==> src/rtl/booth_mul_pkg.sv <==
package booth_mul_pkg;

   typedef enum logic [1:0] {
      STEP_HOLD = 2'd0,
      STEP_ADD  = 2'd1,
      STEP_SUB  = 2'd2
   } step_op_e;

   typedef enum logic {
      PH_IDLE = 1'b0,
      PH_RUN  = 1'b1
   } phase_e;

endpackage

==> src/rtl/booth_recoder.sv <==
module booth_recoder
   import booth_mul_pkg::*;
(
   input  logic     cur_bit,
   input  logic     prev_bit,
   output step_op_e op
);

   always_comb begin
      unique case ({cur_bit, prev_bit})
         2'b10:   op = STEP_SUB;
         2'b01:   op = STEP_ADD;
         default: op = STEP_HOLD;
      endcase
   end

endmodule

==> src/rtl/booth_step.sv <==
module booth_step
   import booth_mul_pkg::*;
#(
   parameter int unsigned N             = 32,
   parameter bit          SUB_BY_INVERT = 1'b1
) (
   input  logic [N-1:0] acc_hi,
   input  logic [N-1:0] acc_lo,
   input  logic [N-1:0] mcand,
   input  step_op_e     op,
   output logic [N-1:0] nxt_hi,
   output logic [N-1:0] nxt_lo,
   output logic         nxt_prev
);

   localparam int unsigned EW = N + 1;

   logic [EW-1:0] ext_acc;
   logic [EW-1:0] ext_m;
   logic [EW-1:0] sum;

   assign ext_acc = {acc_hi[N-1], acc_hi};
   assign ext_m   = {mcand[N-1], mcand};

   generate
      if (SUB_BY_INVERT) begin : g_shared_adder
         logic [EW-1:0] operand;
         logic [EW-1:0] cin;
         always_comb begin
            unique case (op)
               STEP_ADD: operand = ext_m;
               STEP_SUB: operand = ~ext_m;
               default:  operand = '0;
            endcase
            cin = {{(EW-1){1'b0}}, (op == STEP_SUB)};
         end
         assign sum = ext_acc + operand + cin;
      end else begin : g_split_addsub
         logic [EW-1:0] plus;
         logic [EW-1:0] minus;
         assign plus  = ext_acc + ext_m;
         assign minus = ext_acc - ext_m;
         always_comb begin
            unique case (op)
               STEP_ADD: sum = plus;
               STEP_SUB: sum = minus;
               default:  sum = ext_acc;
            endcase
         end
      end
   endgenerate

   assign nxt_hi   = sum[EW-1:1];
   assign nxt_lo   = {sum[0], acc_lo[N-1:1]};
   assign nxt_prev = acc_lo[0];

endmodule

==> src/rtl/booth_ctrl.sv <==
module booth_ctrl
   import booth_mul_pkg::*;
#(
   parameter int unsigned N = 32
) (
   input  logic clk,
   input  logic rst_n,
   input  logic start,
   output logic busy,
   output logic done,
   output logic load,
   output logic step
);

   localparam int unsigned CW = (N > 2) ? $clog2(N) : 1;
   localparam logic [CW-1:0] LAST = CW'(N - 1);

   phase_e        phase;
   logic [CW-1:0] count;
   logic          last_step;

   assign busy      = (phase == PH_RUN);
   assign load      = start && !busy;
   assign step      = busy;
   assign last_step = busy && (count == LAST);

   always_ff @(posedge clk or negedge rst_n) begin
      if (!rst_n) begin
         phase <= PH_IDLE;
         count <= '0;
         done  <= 1'b0;
      end else begin
         done <= 1'b0;
         if (load) begin
            phase <= PH_RUN;
            count <= '0;
         end else if (busy) begin
            if (last_step) begin
               phase <= PH_IDLE;
               count <= '0;
               done  <= 1'b1;
            end else begin
               count <= count + 1'b1;
            end
         end
      end
   end

   a_r5_done_idle: assert property (@(posedge clk) disable iff (!rst_n)
      done |-> !busy);

   a_r5_done_single: assert property (@(posedge clk) disable iff (!rst_n)
      done |=> !done);

   a_r2_start_runs: assert property (@(posedge clk) disable iff (!rst_n)
      (start && !busy) |=> busy);

   a_r6_run_holds: assert property (@(posedge clk) disable iff (!rst_n)
      (busy && !done && count != LAST) |=> (busy && !done));

   a_r5_count_bound: assert property (@(posedge clk) disable iff (!rst_n)
      count <= LAST);

endmodule

==> src/rtl/booth_seq_mul.sv <==
module booth_seq_mul
   import booth_mul_pkg::*;
#(
   parameter int unsigned N             = 32,
   parameter bit          SUB_BY_INVERT = 1'b1
) (
   input  logic           clk,
   input  logic           rst_n,
   input  logic           start,
   input  logic [N-1:0]   multiplicand,
   input  logic [N-1:0]   multiplier,
   output logic           busy,
   output logic           done,
   output logic [2*N-1:0] product
);

   generate
      if (N < 2) begin : g_bad_width
         $error("booth_seq_mul: N must be at least 2");
      end
   endgenerate

   logic [N-1:0] acc_hi;
   logic [N-1:0] acc_lo;
   logic         acc_prev;
   logic [N-1:0] mcand_q;

   logic [N-1:0] nxt_hi;
   logic [N-1:0] nxt_lo;
   logic         nxt_prev;
   step_op_e     op;
   logic         load;
   logic         step;

   booth_ctrl #(.N(N)) u_ctrl (
      .clk   (clk),
      .rst_n (rst_n),
      .start (start),
      .busy  (busy),
      .done  (done),
      .load  (load),
      .step  (step)
   );

   booth_recoder u_recode (
      .cur_bit  (acc_lo[0]),
      .prev_bit (acc_prev),
      .op       (op)
   );

   booth_step #(.N(N), .SUB_BY_INVERT(SUB_BY_INVERT)) u_step (
      .acc_hi   (acc_hi),
      .acc_lo   (acc_lo),
      .mcand    (mcand_q),
      .op       (op),
      .nxt_hi   (nxt_hi),
      .nxt_lo   (nxt_lo),
      .nxt_prev (nxt_prev)
   );

   always_ff @(posedge clk or negedge rst_n) begin
      if (!rst_n) begin
         acc_hi   <= '0;
         acc_lo   <= '0;
         acc_prev <= 1'b0;
         mcand_q  <= '0;
      end else if (load) begin
         acc_hi   <= '0;
         acc_lo   <= multiplier;
         acc_prev <= 1'b0;
         mcand_q  <= multiplicand;
      end else if (step) begin
         acc_hi   <= nxt_hi;
         acc_lo   <= nxt_lo;
         acc_prev <= nxt_prev;
      end
   end

   assign product = {acc_hi, acc_lo};

   a_r8_idle_hold: assert property (@(posedge clk) disable iff (!rst_n)
      (!busy && !start) |=> $stable(product));

   a_r7_mcand_kept: assert property (@(posedge clk) disable iff (!rst_n)
      (busy && !done) |=> $stable(mcand_q));

endmodule

==> config.mk <==
export PLATFORM = sky130hd
export DESIGN_NAME = booth_seq_mul
export DESIGN_NICKNAME = d
export VERILOG_FILES = /design/src/rtl/booth_mul_pkg.sv /design/src/rtl/booth_recoder.sv /design/src/rtl/booth_step.sv /design/src/rtl/booth_ctrl.sv /design/src/rtl/booth_seq_mul.sv
export SDC_FILE = /design/constraint.sdc
export NUM_CORES = 1
export LEC_CHECK = 0
export BUFFER_PORTS_ARGS = -buffer_cell sky130_fd_sc_hd__buf_2
export CAP_MARGIN = 25
export CORE_MARGIN = 4
export CORE_UTILIZATION = 45
export CTS_CLUSTER_DIAMETER = 120
export DETAILED_ROUTE_END_ITERATION = 7
export PLACE_DENSITY_LB_ADDON = 0.1
export SETUP_SLACK_MARGIN = 0.02
export SLEW_MARGIN = 15
export SYNTH_ARGS = -nofsm -noshare
export SYNTH_HDL_FRONTEND = slang
export SYNTH_HIERARCHICAL = 1
export SYNTH_SLANG_ARGS = --single-unit
==> constraint.sdc <==
create_clock -name clk -period 6.3 [get_ports clk]
set_clock_uncertainty 0.1 [all_clocks]
set_input_delay 0.315 -clock clk [delete_from_list [all_inputs] [get_ports clk]]
set_output_delay 0.315 -clock clk [all_outputs]
set_load 0.03 [all_outputs]
Word-level counts from Yosys, hierarchy flattened
Index checks and enable logic that the tools add are counted.
{"block": "word_totals", "reg_bits": 104, "input_bits": 67, "out_inout_bits": 66, "wordCells": 37}
{"block": "op_classes", "n_addsub": 3, "n_eq_ne": 5, "mux": 17, "bitwise_logic": 1, "n_reduce_logical": 4}
{"operator": "32-bit two-way mux", "count": 4}
{"operator": "33-bit case mux with 2 select lines", "count": 1}
{"operator": "33-bit by 1-bit adder with 33-bit output", "count": 1}
{"operator": "33-bit adder", "count": 1}
{"operator": "33-bit NOT", "count": 1}
{"operator": "5-bit two-way mux", "count": 3}
{"operator": "1-bit two-way mux", "count": 8}
{"operator": "5-bit by 1-bit adder with 5-bit output (second input constant)", "count": 1}
{"operator": "5-bit equality test (second input constant)", "count": 1}
{"operator": "2-bit by 1-bit equality test with 1-bit output (second input constant)", "count": 2}
{"operator": "2-bit equality test (second input constant)", "count": 2}
{"operator": "2-bit case mux with 2 select lines", "count": 1}
{"operator": "1-bit logical AND", "count": 2}
{"operator": "2-bit nonzero test", "count": 1}
{"operator": "1-bit logical NOT", "count": 1}

Logic depth before layout (Yosys ltp)
Gate-level depths: netlist of the first run.
{"block": "logic_depth", "depth_word": 8, "mapped_depth": 17, "depth_no_buf": 15}

By module
Netlist of the first run, hierarchy kept.
{"mod": "booth_seq_mul", "n_inst": 1, "cells_per_inst": 312, "area_each_um2": 4062.6, "seq_area_each_um2": 2427.3}
{"mod": "booth_step", "n_inst": 1, "cells_per_inst": 357, "area_each_um2": 2471.1, "seq_area_each_um2": 0.0}
{"mod": "booth_ctrl", "n_inst": 1, "cells_per_inst": 25, "area_each_um2": 327.8, "seq_area_each_um2": 175.2}
{"mod": "booth_recoder", "n_inst": 1, "cells_per_inst": 2, "area_each_um2": 15.0, "seq_area_each_um2": 0.0}

Worst setup path after synthesis of the first run
OpenSTA, ideal clock, no wires.
{"block": "synth_path", "path_type": "flip-flop to flip-flop", "startpoint": "reg acc_lo[0]", "endpoint": "reg acc_hi[27]", "setup_time_ns": 0.132, "arrival_ns": 3.832, "required_ns": 6.068, "path_slack_ns": 2.236, "path_stages_with_launch": 18, "n_path_buf": 2, "synth_period_minus_slack_ns": 4.064, "path_cell_list": "dfrtp_1 -> and2b_2 -> nor2b_1 -> clkbuf_1 -> clkbuf_1 -> nand2_1 -> o21ai_0 -> fa_1 -> fa_1 -> a21o_2 -> a31o_1 -> a21oi_2 -> a211oi_2 -> a2111oi_4 -> a21oi_1 -> xor2_1 -> mux2i_1 -> nor2_1"}
{"block": "synth_between", "elab_chain_cells": 8, "elab_cells_between_ends": 10, "cone_classes": "add/sub: 2; eq/ne: 4; mux: 4"}
{"item": "from (decl)", "line": "booth_seq_mul.sv:24", "source": "logic [N-1:0] acc_lo;"}
{"item": "from (signal assigned)", "line": "booth_seq_mul.sv:69", "source": "acc_lo <= multiplier;"}
{"item": "from (signal assigned)", "line": "booth_seq_mul.sv:74", "source": "acc_lo <= nxt_lo;"}
{"item": "2-bit by 1-bit equality test with 1-bit output / 2-bit equality test (equally long branches)", "line": "booth_recoder.sv:10", "source": "unique case ({cur_bit, prev_bit})"}
{"item": "2-bit case mux with 2 select lines (*)", "line": "booth_recoder.sv:10"}
{"item": "via op[0]", "line": "booth_seq_mul.sv:31", "source": "step_op_e op;"}
{"item": "2-bit equality test / 2-bit by 1-bit equality test with 1-bit output (equally long branches)", "line": "booth_step.sv:30, booth_step.sv:35"}
{"item": "33-bit case mux with 2 select lines", "line": "booth_step.sv:30", "source": "unique case (op)"}
{"item": "33-bit adder", "line": "booth_step.sv:37", "source": "assign sum = ext_acc + operand + cin;"}
{"item": "33-bit by 1-bit adder with 33-bit output (*)", "line": "booth_step.sv:37"}
{"item": "via nxt_hi[27]", "line": "booth_seq_mul.sv:28", "source": "logic [N-1:0] nxt_hi;"}
{"item": "32-bit two-way mux (*)", "line": "booth_seq_mul.sv:72", "source": "end else if (step) begin"}
{"item": "32-bit two-way mux (*)", "line": "booth_seq_mul.sv:67", "source": "end else if (load) begin"}
{"item": "to (signal assigned)", "line": "booth_seq_mul.sv:73", "source": "acc_hi <= nxt_hi;"}
{"item": "to (decl)", "line": "booth_seq_mul.sv:23", "source": "logic [N-1:0] acc_hi;"}
The timed path passes the listed nets; every way through them passes the cells marked *. The select of a mux whose other input is x is not followed.
A chain may end at the register's enable or synchronous reset.

Final worst setup path of the first run
Ends and elaborated chain as after synthesis.

==> results of run 1 <==
## state kept, by name, summed over array words and instances (netlist names)
register	flops
u_ctrl/busy	1
u_ctrl/done	1
mcand_q	32
acc_hi	32
u_ctrl/count	5
acc_lo	32
acc_prev	1
## synth_stat cells (4+ instances only)
cell type and number:
inv_1 8, clkbuf_1 15, o21a_1 4, nand3_1 6, nand2_1 93, mux2i_1 65
dfrtp_1 104, a21oi_2 4, mux2_1 22, nand4_1 6, nor2b_1 5, ha_1 33
nor3_1 4, buf_4 37, a21o_2 4, a21oi_1 27, a22o_1 5, buf_2 9
xor2_1 12, nor2_1 51, xnor2_1 19, mux2_4 10, o21ai_0 45, a21o_1 13
o21ai_1 32
## through the flow
stage	hold WS [ns]	worst slack, ns	utilization	std cells	area (um2)
after global placement	0.2849	2.318	0.4959	948	7317
after floorplan	-0.08059	2.236	-	696	6877
after global routing	0.05736	1.829	0.5177	965	7639
final	0.06334	2.170	0.5177	965	7639
after detailed placement	0.2899	2.171	0.4959	948	7317
after CTS	0.04601	2.154	0.5177	965	7639
## worst min-delay path by stage
stage,startpoint,to,slack [ns],cells after the start
finish,multiplier[27],acc_lo[27],0.06,3
global route,multiplier[11],acc_lo[11],0.06,3
CTS,multiplier[27],acc_lo[27],0.05,3
detailed placement,rst_n,acc_hi[13],0.29,1
global placement,rst_n,acc_hi[10],0.28,1
floorplan,rst_n,acc_hi[0],-0.08,0
## tightest hold or removal path, delay by kind of cell
family / cells / cell delay [ns]
buf+inv: 1 / 0.07
simple gates: 1 / 0.04
compound gates: 1 / 0.06
## timing repair
action / 4_1_cts / 5_1_grt
hold buffers: 1 / 0
endpoints found under the hold margin: 47 / 0
setup endpoints to repair: 0 / 0
setup buffers: 0 / 0
## metal layers
layer	routed length, um	up-vias	track usage
li1	-	2576	-
met5	0	-	0
met4	191	0	0.04551
met2	7260	123	0.3074
met3	989	14	0.05161
met1	6816	2392	0.2274
## layout make-up
class	count	share of cell area
Multi-Input combinational cell	514	0.4899
Inverter	8	0.003931
Clock buffer	9	0.02948
Timing Repair Buffer	139	0.09402
Tap cell	184	0.03014
Sequential cell	104	0.3412
Clock inverter	7	0.01130
## kinds of logic after synthesis
logic type | Yosys count | share of synthesized area
simple gates | 182 | 0.1161
compound gates | 168 | 0.1665
xor+xnor | 32 | 0.04185
buf+inv | 78 | 0.07878
flops | 104 | 0.3785
mux | 97 | 0.1525
fa+ha+maj | 35 | 0.06587
==> run_results.csv, run 1 <==
group,metric,value,unit
worst_hold_path,min_path_type,"input pin to flip-flop",
sta,rsz0062_at_grt,"no",
setup_path,ff2ff_path_depth,16,
synthesis,synth_area,6877,um2
synthesis,async_reset_ff_frac,1.000,
global_routing,grt_pass1_wl,26240,um
sta,max_slew_margin,0.3510,
cts,cts_tree,"done",
sta,worst_pin_slew,0.9715,ns
route,antenna_left,0,
setup_path,worst_path_most_repeated_cell,"fa_1",
sta,hold_violations,0,
final_layout,finalNetCount,878,
sta,setup_violations,0,
synthesis,yosys_warnings,6,
setup_path,critPathMaxFanout,32,
placed_design,place_congestion,0.8533,
final_layout,layout_common_cells,"131 x buf_2, 103 x dfrtp_1, 93 x nand2_1, 65 x mux2i_1, 51 x nor2_1",
cts,clkTransAtPathRegs,0.08,ns
cts,h-tree-depth,3,
setup_path,rrSetupSlack,2.17,ns
sta,fin_crit_sh,0.6555,
final_layout,final_layout_size_suffix_gt1_frac,0.2497,
synthesis,synth_seq_cells,104,
synthesis,synth_top_area_cell,"dfrtp_1",
setup_path,critPathKind,"flip-flop to flip-flop",
route,drtIter0Drc,249,
setup_path,worst_ep_required_time,6.43,ns
route,drt-vias-per-instance,5.290,
sta,setup-tns-final,0,ns
setup_path,path_delay_family,"compound AO/OA/AOI/OAI gates",
global_routing,antenna_found_initial,0,
synthesis,ys_seq_area_frac,0.3785,
synthesis,synth_flop_cell,"dfrtp_1",
setup_path,r2r-end,"acc_hi[27]",
cts,cts_root_buffer,"clkbuf_16",
final_layout,area_growth,11.08,%
setup_path,cp-start-kind,"flip-flop",
global_routing,grt_start_max_net_pins,63,
final_layout,final_common_cell,"buf_2",
setup_path,crit_arrival,4.26,ns
setup_path,reg2reg_from,"acc_lo[0]",
cts,clk_latency,0.36,ns
synthesis,synth_edf_count,0,
setup_path,cp.depth,16,
cts,clockBufferDepth,2,
global_routing,grt_pass1_vias,5438,
route,vias,5105,
final_layout,antenna_cells,0,
route,drcViolationCount,0,
floorplan,rows,44,
floorplan,io_pins,133,
setup_path,end_kind,"flip-flop",
setup_path,path_buf_inv,1,
placed_design,port_buffers,132,
setup_path,crit_chain,"and2b_2, nor2b_2, buf_4, nand2_1, o21ai_0, fa_1, fa_1, a21o_2, a31o_1, a21oi_2, a211oi_2, a2111oi_4, a21oi_1, xor2_1, mux2i_1, nor2_1",
cts,cts_made_buffers,9,
cts,clock-sinks,104,
final_layout,num-fill-cells,1410,
global_routing,grtUsageTotal,0.1807,
final_layout,seqCellArea,2606,um2
sta,fmax,242.1,MHz
cts,cts_resized,0,
sta,period_minus_slack,4.130,ns
floorplan,die_y,131.6,um
setup_path,cp-startpoint,"acc_lo[0]",
outcome,status,"finished, final reports clean",
synthesis,synth_area_leaders,"dfrtp_1 38%, mux2i_1 9.5%, ha_1 6.0%",
sta,slew_violations,0,
setup_path,cpPeakStageDelay,0.49,ns
global_routing,gr-total-overflow,0,
floorplan,dieArea,17320,um2
route,first_pass_iters,4,
placed_design,dp_hpwl,11320,um
final_layout,multiInputGateArea,3742,um2
route,wl_per_cell,15.81,um
setup_path,cpMaxStageDelayCell,"a2111oi_4",
synthesis,ys_types,68,
floorplan,fp.dieW,131.6,um
route,wl,15260,um
synthesis,synth.avg_cell_area,9.880,um2
synthesis,synth_top_area_share,0.3785,
setup_path,crit_end,"acc_hi[27]",
synthesis,syn_nets,798,
floorplan,core,14750,um2
floorplan,initial_core_util,0.4661,
synthesis,synth_cells,696,
run,max_cap_violations,0,
Power of run 1 is not shown: default switching activity piles up to over one toggle a cycle in this logic, so the estimate is an artifact.
==> inputs of run 2 (changes only) <==
==> constraint.sdc (replaced) <==
create_clock -name clk -period 3.7 [get_ports clk]
set_clock_uncertainty 0.1 [all_clocks]
set_input_delay 0.185 -clock clk [delete_from_list [all_inputs] [get_ports clk]]
set_output_delay 0.185 -clock clk [all_outputs]
set_load 0.03 [all_outputs]
==> run 2 against run 1 <==
Sequential share of layout area is 3.3 points lower; global-route usage is 0.97 points higher; die area stayed put.
==> run_results.csv, run 2 (synthesis gave the netlist of run 1 again) <==
group,metric,value,unit
cts,cts_made_buffers,9,
global_routing,grt_pass1_wl,27730,um
sta,rsz0062_at_grt,"no",
final_layout,final_common_cell,"buf_2",
route,drcViolationCount,0,
floorplan,initial_core_util,0.4661,
floorplan,fp.dieW,131.6,um
final_layout,final_layout_size_suffix_gt1_frac,0.2555,
sta,slew_violations,0,
global_routing,antenna_found_initial,0,
cts,clockBufferDepth,2,
placed_design,dp_hpwl,11570,um
floorplan,die_y,131.6,um
setup_path,worst_ep_required_time,3.89,ns
floorplan,dieArea,17320,um2
floorplan,io_pins,133,
placed_design,port_buffers,132,
cts,clkTransAtPathRegs,0.07,ns
sta,setup-tns-final,0,ns
setup_path,critPathMaxFanout,4,
sta,hold_violations,0,
cts,cts_tree,"done",
global_routing,gr-total-overflow,0,
route,wl,16390,um
sta,period_minus_slack,3.501,ns
route,vias,5523,
cts,clock-sinks,104,
final_layout,design_area,8461,um2
cts,h-tree-depth,3,
setup_path,critPathKind,"flip-flop to flip-flop",
floorplan,core,14750,um2
final_layout,reg.largest.list,"acc_hi x32, acc_lo x32, mcand_q x32",
global_routing,grt_start_max_net_pins,69,
global_routing,grtUsageTotal,0.1904,
placed_design,place_congestion,0.9107,
setup_path,cp-start-kind,"flip-flop",
setup_path,end_kind,"flip-flop",
sta,fin_crit_sh,0.9463,
route,antenna_left,0,
route,wl_per_cell,15.68,um
final_layout,antenna_cells,0,
worst_hold_path,min_path_type,"input pin to asynchronous set/reset pin",
sta,worst_pin_slew,0.6543,ns
outcome,status,"finished, final reports clean",
sta,max_slew_margin,0.5638,
final_layout,finalNetCount,959,
final_layout,layout_common_cells,"131 x buf_2, 102 x dfrtp_1, 92 x nand2_1, 66 x dlygate4sd3_1, 65 x mux2i_1",
global_routing,grt_pass1_vias,5644,
sta,fmax,285.6,MHz
route,drtIter0Drc,211,
placed_design,placed_area,7422,um2
final_layout,area_growth,23.03,%
route,drt-vias-per-instance,5.285,
run,max_cap_violations,0,
cts,clk_latency,0.36,ns
sta,setup_violations,0,
setup_path,crit_arrival,3.69,ns
cts,cts_root_buffer,"clkbuf_16",
floorplan,rows,44,
route,first_pass_iters,4,
==> run 2: final timing paths <==
| path | from | to | slack [ns] | cells past startpoint |
|---|---|---|---|---|
| setup reg to reg | acc_prev | acc_hi[23] | 0.20 | 15 |
| hold reg to reg | mcand_q[3] | mcand_q[3] | 0.42 | 1 |
| max in group asynchronous | rst_n | acc_lo[0] | 2.38 | 3 |
| hold / removal | rst_n | mcand_q[13] | 0.29 | 2 |
| setup / recovery | acc_prev | acc_hi[23] | 0.20 | 15 |
| min in group clk | mcand_q[3] | mcand_q[3] | 0.42 | 1 |
==> run 2: routing by layer <==
layer	up-vias	routed length, um	global-route usage
met3	12	887	0.05313
met1	2647	7401	0.2468
li1	2744	-	-
met2	120	7930	0.3169
met4	0	165	0.04726
met5	-	0	0
==> run 2: area by class of cell <==
cell class                 count  area (um2)
clock buffer                   9       225.2
clock inverter                 6       43.79
fill                        1318        6294
inverter                       8       30.03
multi-input combinational    514        3792
sequential                   104        2608
tap                          184       230.2
timing repair buffer         220        1531
==> run 2: worst max-delay path, cell delays in order, from the launching register on <==
cell and delay [ns]:
dfrtp_1 0.40, and2b_2 0.20, nor2b_4 0.14, nand2_2 0.07, o21ai_2 0.05, fa_2 0.36, fa_2 0.38, a21o_2 0.22
a31o_1 0.19, a21oi_2 0.20, a211oi_4 0.11, a2111oi_4 0.47, a21o_1 0.21, xnor2_1 0.13, mux2i_1 0.09, nor2_1 0.10
==> run 2: metrics by stage <==
step | setup slack, ns | std cells | utilization | hold WS, ns
finish | 0.1988 | 1045 | 0.5734 | 0.2929
global route | 0.02325 | 1045 | 0.5734 | 0.3595
CTS | 0.1062 | 1038 | 0.5661 | 0.3146
detailed placement | 0.1122 | 957 | 0.5031 | 0.1535
global placement | 0.2293 | 957 | 0.5031 | 0.1481
floorplan | 0.007348 | 696 | - | -0.2106
==> run 2: what timing repair did <==
action,CTS,global route
setup endpoints to repair,0,9
gates resized for setup,0,9
endpoints found under the hold margin,113,0
hold buffers,66,0
setup buffers,0,6
Power of run 2 is left out for the same reason.
==> inputs of run 3 (changes only) <==
--- a/config.mk
+++ b/config.mk
@@ -16,5 +16,4 @@
 export SLEW_MARGIN = 15
 export SYNTH_ARGS = -nofsm -noshare
 export SYNTH_HDL_FRONTEND = slang
-export SYNTH_HIERARCHICAL = 1
 export SYNTH_SLANG_ARGS = --single-unit
==> run 3 against run 2 <==
Highest routed layer unchanged; sequential cell count unchanged; cell area decreased by 8.7%; core utilization grew 0.087 points; largest cell class unchanged; synthesized cell count shrank 2.7%; critical endpoint unchanged.
==> run_results.csv, run 3 <==
group,metric,value,unit
setup_path,end_kind,"flip-flop",
floorplan,die_y,126.0,um
synthesis,ys_types,56,
worst_hold_path,min_to,"acc_lo[21]",
pwr,power.internal,4.386,mW
floorplan,fp.dieW,126.0,um
pwr,seq_power_share,0.260,
route,wl_per_cell,15.90,um
sta,fmax,295.5,MHz
floorplan,core,13450,um2
synthesis,ys_seq_area_frac,0.4156,
final_layout,antenna_cells,0,
sta,worst_pin_slew,0.9052,ns
run,max_cap_violations,0,
synthesis,synth_top_area_share,0.4156,
cts,clk_latency,0.35,ns
global_routing,antenna_found_initial,0,
route,wl,15950,um
route,antenna_left,0,
setup_path,rrSetupSlack,0.32,ns
global_routing,gr-total-overflow,0,
pwr,power_switching,4.176,mW
pwr,power_frac_clock,0.123,
setup_path,ff2ff_path_depth,12,
worst_hold_path,min_path_type,"input pin to flip-flop",
final_layout,design_area,7726,um2
cts,cts_root_buffer,"clkbuf_16",
pwr,irDropWorstVdd,0.5507,mV
synthesis,synth_top_area_cell,"dfrtp_1",
pwr,p_leak,3.653,nW
worst_hold_path,hp-start,"multiplier[21]",
synthesis,yosys_warnings,0,
final_layout,num-fill-cells,1234,
cts,clockBufferDepth,2,
cts,cts_resized,0,
synthesis,synth.avg_cell_area,9.250,um2
synthesis,synth_flop_cell,"dfrtp_1",
pwr,swShare,0.4878,
floorplan,io_pins,133,
sta,fin_crit_sh,0.9147,
sta,period_minus_slack,3.384,ns
route,drt-vias-per-instance,5.452,
synthesis,synth_edf_count,0,
final_layout,area_growth,23.38,%
synthesis,synth_seq_cells,104,
global_routing,grt_start_max_net_pins,76,
route,drtIter0Drc,341,
cts,cts_made_buffers,9,
global_routing,grtUsageTotal,0.2017,
placed_design,dp_hpwl,11580,um
final_layout,reg.largest.list,"acc_hi x32, acc_lo x32, mcand_q x32",
setup_path,crit_arrival,3.49,ns
synthesis,async_reset_ff_frac,1.000,
setup_path,reg2reg_from,"acc_prev",
floorplan,dieArea,15870,um2
global_routing,grt_pass1_wl,26610,um
setup_path,critPathMaxFanout,18,
worst_hold_path,hold_depth,3,
placed_design,port_buffers,132,
placed_design,placed_area,7066,um2
final_layout,final_common_cell,"buf_2",
setup_path,cp-start-kind,"flip-flop",
setup_path,critPathKind,"flip-flop to flip-flop",
sta,hold_violations,0,
cts,clkTransAtPathRegs,0.07,ns
sta,rsz0062_at_grt,"no",
setup_path,worst_ep_required_time,3.81,ns
outcome,status,"finished, final reports clean",
synthesis,yosysMostFrequentCell,"nand2_1",
cts,clock-sinks,104,
synthesis,synth_common_cells,"114 x nand2_1, 104 x dfrtp_1, 100 x o21ai_0",
setup_path,cp-startpoint,"acc_prev",
setup_path,r2r-end,"acc_hi[23]",
pwr,combPwrFrac,0.617,
synthesis,syn_nets,779,
final_layout,layout_common_cells,"131 x buf_2, 114 x nand2_1, 103 x dfrtp_1, 100 x o21ai_0",
route,vias,5468,
final_layout,final_layout_size_suffix_gt1_frac,0.2479,
route,first_pass_iters,5,
cts,h-tree-depth,3,
synthesis,synth_area_leaders,"dfrtp_1 42%, o21ai_0 8.0%, nand2_1 6.8%",
sta,fin_ws,0.3156,ns
cts,cts_tree,"done",
route,drcViolationCount,0,
synthesis,synth_cells,677,
sta,setup-tns-final,0,ns
sta,setup_violations,0,
synthesis,synth_area,6262,um2
final_layout,finalNetCount,924,
sta,max_slew_margin,0.3951,
placed_design,place_congestion,0.9163,
floorplan,initial_core_util,0.4655,
floorplan,rows,42,
placed_design,dp_slack,0.3645,ns
global_routing,grt_pass1_vias,5352,
pwr,power.density,1108,nW/um2
sta,slew_violations,0,
[run 3: cell count changes in the layout (fill, tap and decap cells not counted), sizes merged, moves of 7 or more]
cell,before,now
nand3,8,16
nor2,52,18
dlygate4sd3,66,33
nand2,93,114
inv,10,17
nand2b,1,9
mux2i,65,32
buf,153,141
o21ai,77,103
[run 3: final cells by class]
| cell class | instances | area [um2] | share of cell area |
|---|---|---|---|
| clock buffers | 10 | 239.0 | 0.03093 |
| clock inverters | 6 | 91.34 | 0.01182 |
| inverters | 16 | 60.06 | 0.007773 |
| multi-input cells | 517 | 3451 | 0.4466 |
| flip-flops and latches | 104 | 2604 | 0.3370 |
| well taps | 176 | 220.2 | 0.02850 |
| repair buffers | 174 | 1061 | 0.1373 |
[run 3: per-layer routing]
layer | up-vias | track usage | share of wire
met3 | 10 | 0.05250 | 0.060
met1 | 2604 | 0.2730 | 0.46
met5 | - | 0 | 0
met2 | 146 | 0.3239 | 0.47
met4 | 0 | 0.05237 | 0.0095
li1 | 2708 | - | -
[run 3: how the worst max path moves through the flow]
stage                 endpoint
floorplan           acc_hi[29]
global placement    acc_hi[23]
detailed placement  acc_hi[23]
CTS                 acc_hi[23]
global route        acc_hi[23]
finish              acc_hi[23]
[run 3: stage by stage]
step                      utilization  hold slack (ns)  instances  power [mW]
after global placement         0.5252           0.1217        954       7.348
after global routing           0.5743          0.02632       1003       9.299
after CTS                      0.5743          0.01608       1003       8.592
after floorplan                     -          -0.2106        677       6.130
final                          0.5743          0.02424       1003       8.562
after detailed placement       0.5252           0.1263        954       7.468
[run 3: repair_timing]
item / CTS / global route
hold buffers: 33 / 0
endpoints found under the hold margin: 72 / 0
buffers inserted: 0 / 0
[run 3: power groups by stage]
| stage | clock network (mW) | logic (mW) | registers, mW |
|---|---|---|---|
| finish | 1.05 | 5.29 | 2.22 |
| global placement | 0 | 5.12 | 2.22 |
| global route | 1.13 | 5.85 | 2.31 |
| floorplan | 0 | 3.33 | 2.80 |
| detailed placement | 0 | 5.22 | 2.24 |
| CTS | 1.08 | 5.28 | 2.23 |
[run 3: logic make-up (layout without fill, tap and decap cells)]
| logic type | count (synthesis) | after routing | synth area share |
|---|---|---|---|
| AOI/OAI and AO/OA | 201 | 201 | 0.1962 |
| xor gates and xnor gates | 25 | 25 | 0.03497 |
| adders and majority gates | 35 | 35 | 0.07233 |
| buffers and inverters | 56 | 206 | 0.03536 |
| DFF | 104 | 104 | 0.4156 |
| muxes | 64 | 64 | 0.1087 |
| and+or+nand+nor | 192 | 192 | 0.1369 |
[run 3: worst max-delay path, stage by stage, from the launching register on]
cell	delay, ns
dfrtp_1	0.39
nand2b_1	0.24
buf_4	0.24
o21ai_0	0.19
ha_1	0.31
nor2b_4	0.15
o31a_1	0.28
o31a_1	0.34
a211oi_4	0.38
o211ai_2	0.16
a21oi_2	0.21
xor2_1	0.17
o21ai_1	0.08
Power figures use the tool's default switching activity.
